## src/rtl/quad_clk_pkg.sv

```systemverilog
package quad_clk_pkg;

  typedef logic [1:0] phase_t;

  localparam phase_t PH_START   = 2'd0;
  localparam phase_t PH_VIDSLOT = 2'd1;
  localparam phase_t PH_CPUSLOT = 2'd3;

  // strobes from control to datapath
  typedef struct packed {
    logic   stepEn;     // phase advances on this edge
    phase_t nextPhase;  // phase taken on the step
    logic   fastMode;   // mode of the bus cycle in progress
  } ctrl_t;

  // {E,Q} level pair for a phase index
  function automatic logic [1:0] phaseLevels(input phase_t p);
    case (p)
      2'd0:    phaseLevels = 2'b00;
      2'd1:    phaseLevels = 2'b01;
      2'd2:    phaseLevels = 2'b11;
      default: phaseLevels = 2'b10;
    endcase
  endfunction

endpackage

```

## src/rtl/quad_clk_ctrl.sv

```systemverilog
module quad_clk_ctrl
  import quad_clk_pkg::*;
#(
  parameter int NORM_DIV = 4,
  parameter int FAST_DIV = 2
) (
  input  logic   clk,
  input  logic   rst,
  input  logic   speedSel,
  output phase_t phase,
  output ctrl_t  ctrl
);

  localparam int MAX_DIV = (NORM_DIV > FAST_DIV) ? NORM_DIV : FAST_DIV;
  localparam int DIV_W   = (MAX_DIV > 1) ? $clog2(MAX_DIV) : 1;
  localparam logic [DIV_W-1:0] NORM_LAST = DIV_W'(NORM_DIV - 1);
  localparam logic [DIV_W-1:0] FAST_LAST = DIV_W'(FAST_DIV - 1);

  logic [DIV_W-1:0] divCnt;
  logic [DIV_W-1:0] divLast;
  logic             fastMode;
  logic             stepEn;
  logic             cycleEnd;
  phase_t           nextPhase;

  assign divLast   = fastMode ? FAST_LAST : NORM_LAST;
  assign stepEn    = (divCnt == divLast);
  assign nextPhase = phase + 2'd1;
  assign cycleEnd  = stepEn && (phase == PH_CPUSLOT);

  always_ff @(posedge clk) begin
    if (rst) begin
      divCnt   <= '0;
      phase    <= PH_START;
      fastMode <= 1'b0;
    end else begin
      if (stepEn) begin
        divCnt <= '0;
        phase  <= nextPhase;
      end else begin
        divCnt <= divCnt + 1'b1;
      end
      if (cycleEnd) fastMode <= speedSel;
    end
  end

  assign ctrl = '{stepEn: stepEn, nextPhase: nextPhase, fastMode: fastMode};

  // phase moves by exactly one on each step
  assert_phase_step_R1: assert property (@(posedge clk) disable iff (rst)
    stepEn |=> (phase == $past(phase) + 2'd1));

  // phase holds between steps
  assert_phase_hold_R1: assert property (@(posedge clk) disable iff (rst)
    !stepEn |=> (phase == $past(phase)));

  // mode only changes on the edge leaving phase 3
  assert_mode_boundary_R6: assert property (@(posedge clk) disable iff (rst)
    (fastMode != $past(fastMode)) |-> ($past(phase) == PH_CPUSLOT && $past(stepEn)));

endmodule

```

## src/rtl/quad_clk_dp.sv

```systemverilog
module quad_clk_dp
  import quad_clk_pkg::*;
#(
  parameter int VID_HALF = 2
) (
  input  logic  clk,
  input  logic  rst,
  input  ctrl_t ctrl,
  output logic  eClk,
  output logic  qClk,
  output logic  cpuGrant,
  output logic  vidGrant,
  output logic  vidClk
);

  localparam int VID_W = (VID_HALF > 1) ? $clog2(VID_HALF) : 1;
  localparam logic [VID_W-1:0] VID_LAST = VID_W'(VID_HALF - 1);

  logic [VID_W-1:0] vidCnt;
  logic [1:0]       levelsNext;
  logic             vidSlotNext;
  logic             cpuSlotNext;

  assign levelsNext  = phaseLevels(ctrl.nextPhase);
  assign vidSlotNext = (ctrl.nextPhase == PH_VIDSLOT);
  assign cpuSlotNext = (ctrl.nextPhase == PH_CPUSLOT);

  // bus clocks and slot strobes
  always_ff @(posedge clk) begin
    if (rst) begin
      eClk     <= 1'b0;
      qClk     <= 1'b0;
      cpuGrant <= 1'b0;
      vidGrant <= 1'b0;
    end else begin
      cpuGrant <= 1'b0;
      vidGrant <= 1'b0;
      if (ctrl.stepEn) begin
        {eClk, qClk} <= levelsNext;
        if (vidSlotNext) begin
          if (ctrl.fastMode) cpuGrant <= 1'b1;
          else               vidGrant <= 1'b1;
        end
        if (cpuSlotNext) cpuGrant <= 1'b1;
      end
    end
  end

  // free-running video clock
  always_ff @(posedge clk) begin
    if (rst) begin
      vidCnt <= '0;
      vidClk <= 1'b0;
    end else if (vidCnt == VID_LAST) begin
      vidCnt <= '0;
      vidClk <= ~vidClk;
    end else begin
      vidCnt <= vidCnt + 1'b1;
    end
  end

  // quadrature, never both clocks moving on one edge
  assert_quadrature_R1: assert property (@(posedge clk) disable iff (rst)
    !((eClk != $past(eClk)) && (qClk != $past(qClk))));

  // grants mutually exclusive
  assert_grant_exclusive_R4: assert property (@(posedge clk) disable iff (rst)
    !(cpuGrant && vidGrant));

  // video slot only while E low and Q high
  assert_vid_slot_R4: assert property (@(posedge clk) disable iff (rst)
    vidGrant |-> (!eClk && qClk));

  // fast mode starves video
  assert_fast_no_video_R5: assert property (@(posedge clk) disable iff (rst)
    ctrl.fastMode |-> !vidGrant);

  // video clock edge only when its counter wraps
  assert_vidclk_period_R7: assert property (@(posedge clk) disable iff (rst)
    (vidClk != $past(vidClk)) |-> ($past(vidCnt) == VID_LAST));

endmodule

```

## src/rtl/quad_clk_arbiter.sv

```systemverilog
module quad_clk_arbiter
  import quad_clk_pkg::*;
#(
  parameter int NORM_DIV = 4,
  parameter int FAST_DIV = 2,
  parameter int VID_HALF = 2
) (
  input  logic       clk,
  input  logic       rst,
  input  logic       speedSel,
  output logic       eClk,
  output logic       qClk,
  output logic [1:0] phase,
  output logic       cpuGrant,
  output logic       vidGrant,
  output logic       vidClk
);

  ctrl_t ctrl;

  quad_clk_ctrl #(.NORM_DIV(NORM_DIV), .FAST_DIV(FAST_DIV)) ctrl_i (
    .clk      (clk),
    .rst      (rst),
    .speedSel (speedSel),
    .phase    (phase),
    .ctrl     (ctrl)
  );

  quad_clk_dp #(.VID_HALF(VID_HALF)) dp_i (
    .clk      (clk),
    .rst      (rst),
    .ctrl     (ctrl),
    .eClk     (eClk),
    .qClk     (qClk),
    .cpuGrant (cpuGrant),
    .vidGrant (vidGrant),
    .vidClk   (vidClk)
  );

endmodule

```

## config.mk

```make
export PLATFORM = sky130hd
export DESIGN_NAME = quad_clk_arbiter
export DESIGN_NICKNAME = d
export VERILOG_FILES = /design/src/rtl/quad_clk_pkg.sv /design/src/rtl/quad_clk_ctrl.sv /design/src/rtl/quad_clk_dp.sv /design/src/rtl/quad_clk_arbiter.sv
export SDC_FILE = /design/constraint.sdc
export NUM_CORES = 1
export LEC_CHECK = 0
export BUFFER_PORTS_ARGS = -buffer_cell sky130_fd_sc_hd__buf_2
export CAP_MARGIN = 25
export CELL_PAD_IN_SITES_DETAIL_PLACEMENT = 0
export CELL_PAD_IN_SITES_GLOBAL_PLACEMENT = 1
export CORE_AREA = 4 4 41 43
export CTS_CLUSTER_DIAMETER = 120
export DETAILED_ROUTE_END_ITERATION = 6
export DIE_AREA = 0 0 45 47
export MAX_ROUTING_LAYER = met4
export PLACE_DENSITY_LB_ADDON = 0.1
export SYNTH_ARGS = -nofsm -noshare
export SYNTH_HDL_FRONTEND = slang
export SYNTH_SLANG_ARGS = --single-unit
```

## constraint.sdc

```tcl
create_clock -name clk -period 2.8 [get_ports clk]
set_clock_uncertainty 0.15 [all_clocks]
set_input_delay 0.28 -clock clk [delete_from_list [all_inputs] [get_ports clk]]
set_output_delay 0.28 -clock clk [all_outputs]
set_load 0.03 [all_outputs]
```

==> results.yml <==
setup_path:
  crit_path_max_fanout: 6
  slowest_delay_ns: 0.42
  cp-end-kind: "register"
  critPathBufInv: 1
  crit_family: "flip-flops"
  endpoint: "dp_i.qClk"
  cp_cell_sequence: "inv_1, ha_1, xnor2_1, nand4b_1, o21ai_0"
  reg2reg_from: "ctrl_i.phase[0]"
  crit_arrival_ns: 1.43
  cp.depth: 5
  r2r_slack_ns: 1.41
  ff2ff_path_depth: 5
  rr_endpoint: "dp_i.qClk"
  crit_slowest_cell: "dfxtp_1"
  cp.required_ns: 2.83
  cp-start-kind: "register"
  critPathLaunch: "ctrl_i.phase[0]"
  critPathKind: "register to register"
clock_tree:
  ctsHoldBuffers: 0
  clockRootBuffer: "clkbuf_4"
  cts.sinks: 10
  post_cts_resize_count: 0
  clkTransAtPathRegs_ns: 0.07
  insertion_delay_ns: 0.26
  htreeDepth: 1
  cts_buffers: 3
  post_cts_buffers: 0
  cts_tree: "yes"
  clockBufferDepth: 2
yosys:
  yosys-top-cells-count: "dfxtp_1, nor2_1, ha_1, o21ai_0"
  ys_async_sr_fraction_pct: 0
  synth_area_sq_um: 439
  ys_top_cells_by_area: "dfxtp_1, ha_1, nor2_1"
  seq_area_frac_synth_pct: 45.6
  synth_top_cell_by_area: "dfxtp_1"
  synth.most_common_cell: "dfxtp_1"
  synth_edf_count: 0
  synth.avg_cell_area_sq_um: 9.76
  yosysTopAreaCellShare_pct: 45.6
  synthDistinctLibCells: 22
  synthesis.nets: 51
  syn_inst: 45
  synth.yosys.warnings: 0
  synth-main-ff-cell: "dfxtp_1"
  ys_seq_elements: 10
detailed_routing:
  drt-initial-drc-count: 5
  via_per_inst: 4.83
  num_vias: 338
  wl_um: 743
  ant_nets: 0
  drt-pass1-iter-count: 4
  remaining_drc_errors: 0
  wl_per_cell_um: 10.6
placed_design:
  placed_cells_incl_taps: 66
  io_buffers: 9
  place_hpwl_um: 575
  post-place-ws_ns: 1.43
  place_congestion: 0.777
sta:
  setup_violations: 0
  fmax_mhz: 717
  slew_headroom_pct: 79.6
  min_period_ns: 1.39
  rsz0062_at_grt: "no"
  finalCritPeriodShare_pct: 49.8
  setup_tns_ns: 0
  tightest_slew_ns: 0.306
  report.final.slew_viol_count: 0
  hold_viol_final: 0
  fin_ws_ns: 1.41
power_and_ir_drop:
  leakagePower_nw: 0.223
  power_density_nw_per_um2: 606
  ir_drop_v: 0.000452
grt:
  grt_pass1_wl_mm: 1.13
  antenna_found_initial: 0
  grt_overflow: 0
  grt_pass1_vias: 264
  grt_max_degree: 14
  grtUsageTotal_pct: 8.20
floorplanning:
  ioPinCount: 10
  core_area_sq_um: 1300
  dieArea_sq_um: 2120
  initial_core_util_pct: 33.7
  rows: 13
  die_h_um: 47
  die_w_um: 45
final_layout:
  final_nets: 62
  final_layout_size_suffix_gt1_share_pct: 30.9
  insertedDiodeCount: 0
  fill_cells: 142
  fin_cells: 70
  syn2layout_area_growth_pct: 19.1
worst_hold_path:
  hp-class: "primary input to register"
  holdPathStages: 3
run_status:
  status: "finished clean"
run:
  max-cap-violations: 0
## kinds of logic (layout without fill, tap and decap cells)
group                    count (synthesis)  after routing  synth area share [%]
XOR/XNOR                                 3              3                  7.69
flip-flops                              10             10                  45.6
AO/OA/AOI/OAI                            6              6                  7.41
AND/OR/NAND/NOR                         17             17                  23.1
multiplexers                             1              1                  2.28
adder cells (fa/ha/maj)                  3              3                  8.55
buffers and inverters                    5             15                  5.41
## per-stage QoR
stage,area (sq um),utilization [%],power (mW),hold slack (ns)
finish,523,40.2,0.317,0.119
global placement,487,37.4,0.193,0.271
CTS,523,40.2,0.321,0.120
global route,523,40.2,0.334,0.142
detailed placement,487,37.4,0.194,0.282
floorplan,439,-,0.185,0.263
## cells in the final DEF (no fill, tap or decap)
cell type,netlist,final
nand3_1,1,1
nand2b_1,2,2
a21oi_1,2,2
dfxtp_1,10,10
xor2_2,1,1
nor2_1,6,6
clkbuf_4,0,3
o31ai_1,1,1
and2_2,1,1
mux2i_1,1,1
xnor2_1,2,2
nor3_1,1,1
o21ai_0,3,3
inv_1,2,2
ha_1,3,3
nand4_1,1,1
nor4b_2,1,1
nand2_2,1,1
clkbuf_8,0,1
nand4b_1,2,2
buf_2,1,9
nand2_1,1,1
## area by class of cell
class                           count  area [sq um]  area share, %
Clock buffer                        4          36.3           6.94
Inverter                            2          7.51           1.44
Multi-Input combinational cell     30           215           41.1
Sequential cell                    10           200           38.3
Tap cell                           15          18.8           3.59
Timing Repair Buffer                9          45.0           8.61
## state kept, by name, indices dropped and copies added (netlist names)
name	flops
dp_i.vidCnt	1
dp_i.cpuGrant	1
dp_i.vidGrant	1
ctrl_i.phase	2
ctrl_i.fastMode	1
dp_i.vidClk	1
ctrl_i.divCnt	2
dp_i.qClk	1
## worst min-delay path: stages
cell	delay [ns]
buf_2	0.10
nand4_1	0.06
a21oi_1	0.05
## worst min path at each step
stage / slack [ns] / endpoint / start
global placement: 0.27 / dp_i.vidCnt / dp_i.vidCnt
finish: 0.12 / ctrl_i.fastMode / speedSel
global route: 0.14 / ctrl_i.fastMode / speedSel
detailed placement: 0.28 / dp_i.vidCnt / dp_i.vidCnt
CTS: 0.12 / ctrl_i.fastMode / speedSel
floorplan: 0.26 / dp_i.vidCnt / dp_i.vidCnt
## layer usage
| metal | up-vias | part of all wire [%] | GRT usage (%) |
|---|---|---|---|
| met3 | 2 | 10 | 5.75 |
| li1 | 168 | - | - |
| met5 | - | 0 | - |
| met1 | 154 | 42 | 10.2 |
| met2 | 14 | 47 | 9.89 |
| met4 | 0 | 0.54 | 3.51 |
## where the power goes
| group | internal, mW | total, mW | leakage, nW | switching (mW) |
|---|---|---|---|---|
| logic | 0.0132 | 0.0330 | 0.120 | 0.0199 |
| registers | 0.149 | 0.157 | 0.0819 | 0.00770 |
| clock network | 0.0788 | 0.127 | 0.0210 | 0.0477 |
| total | 0.241 | 0.317 | 0.223 | 0.0753 |
Power figures use the tool's default switching activity.
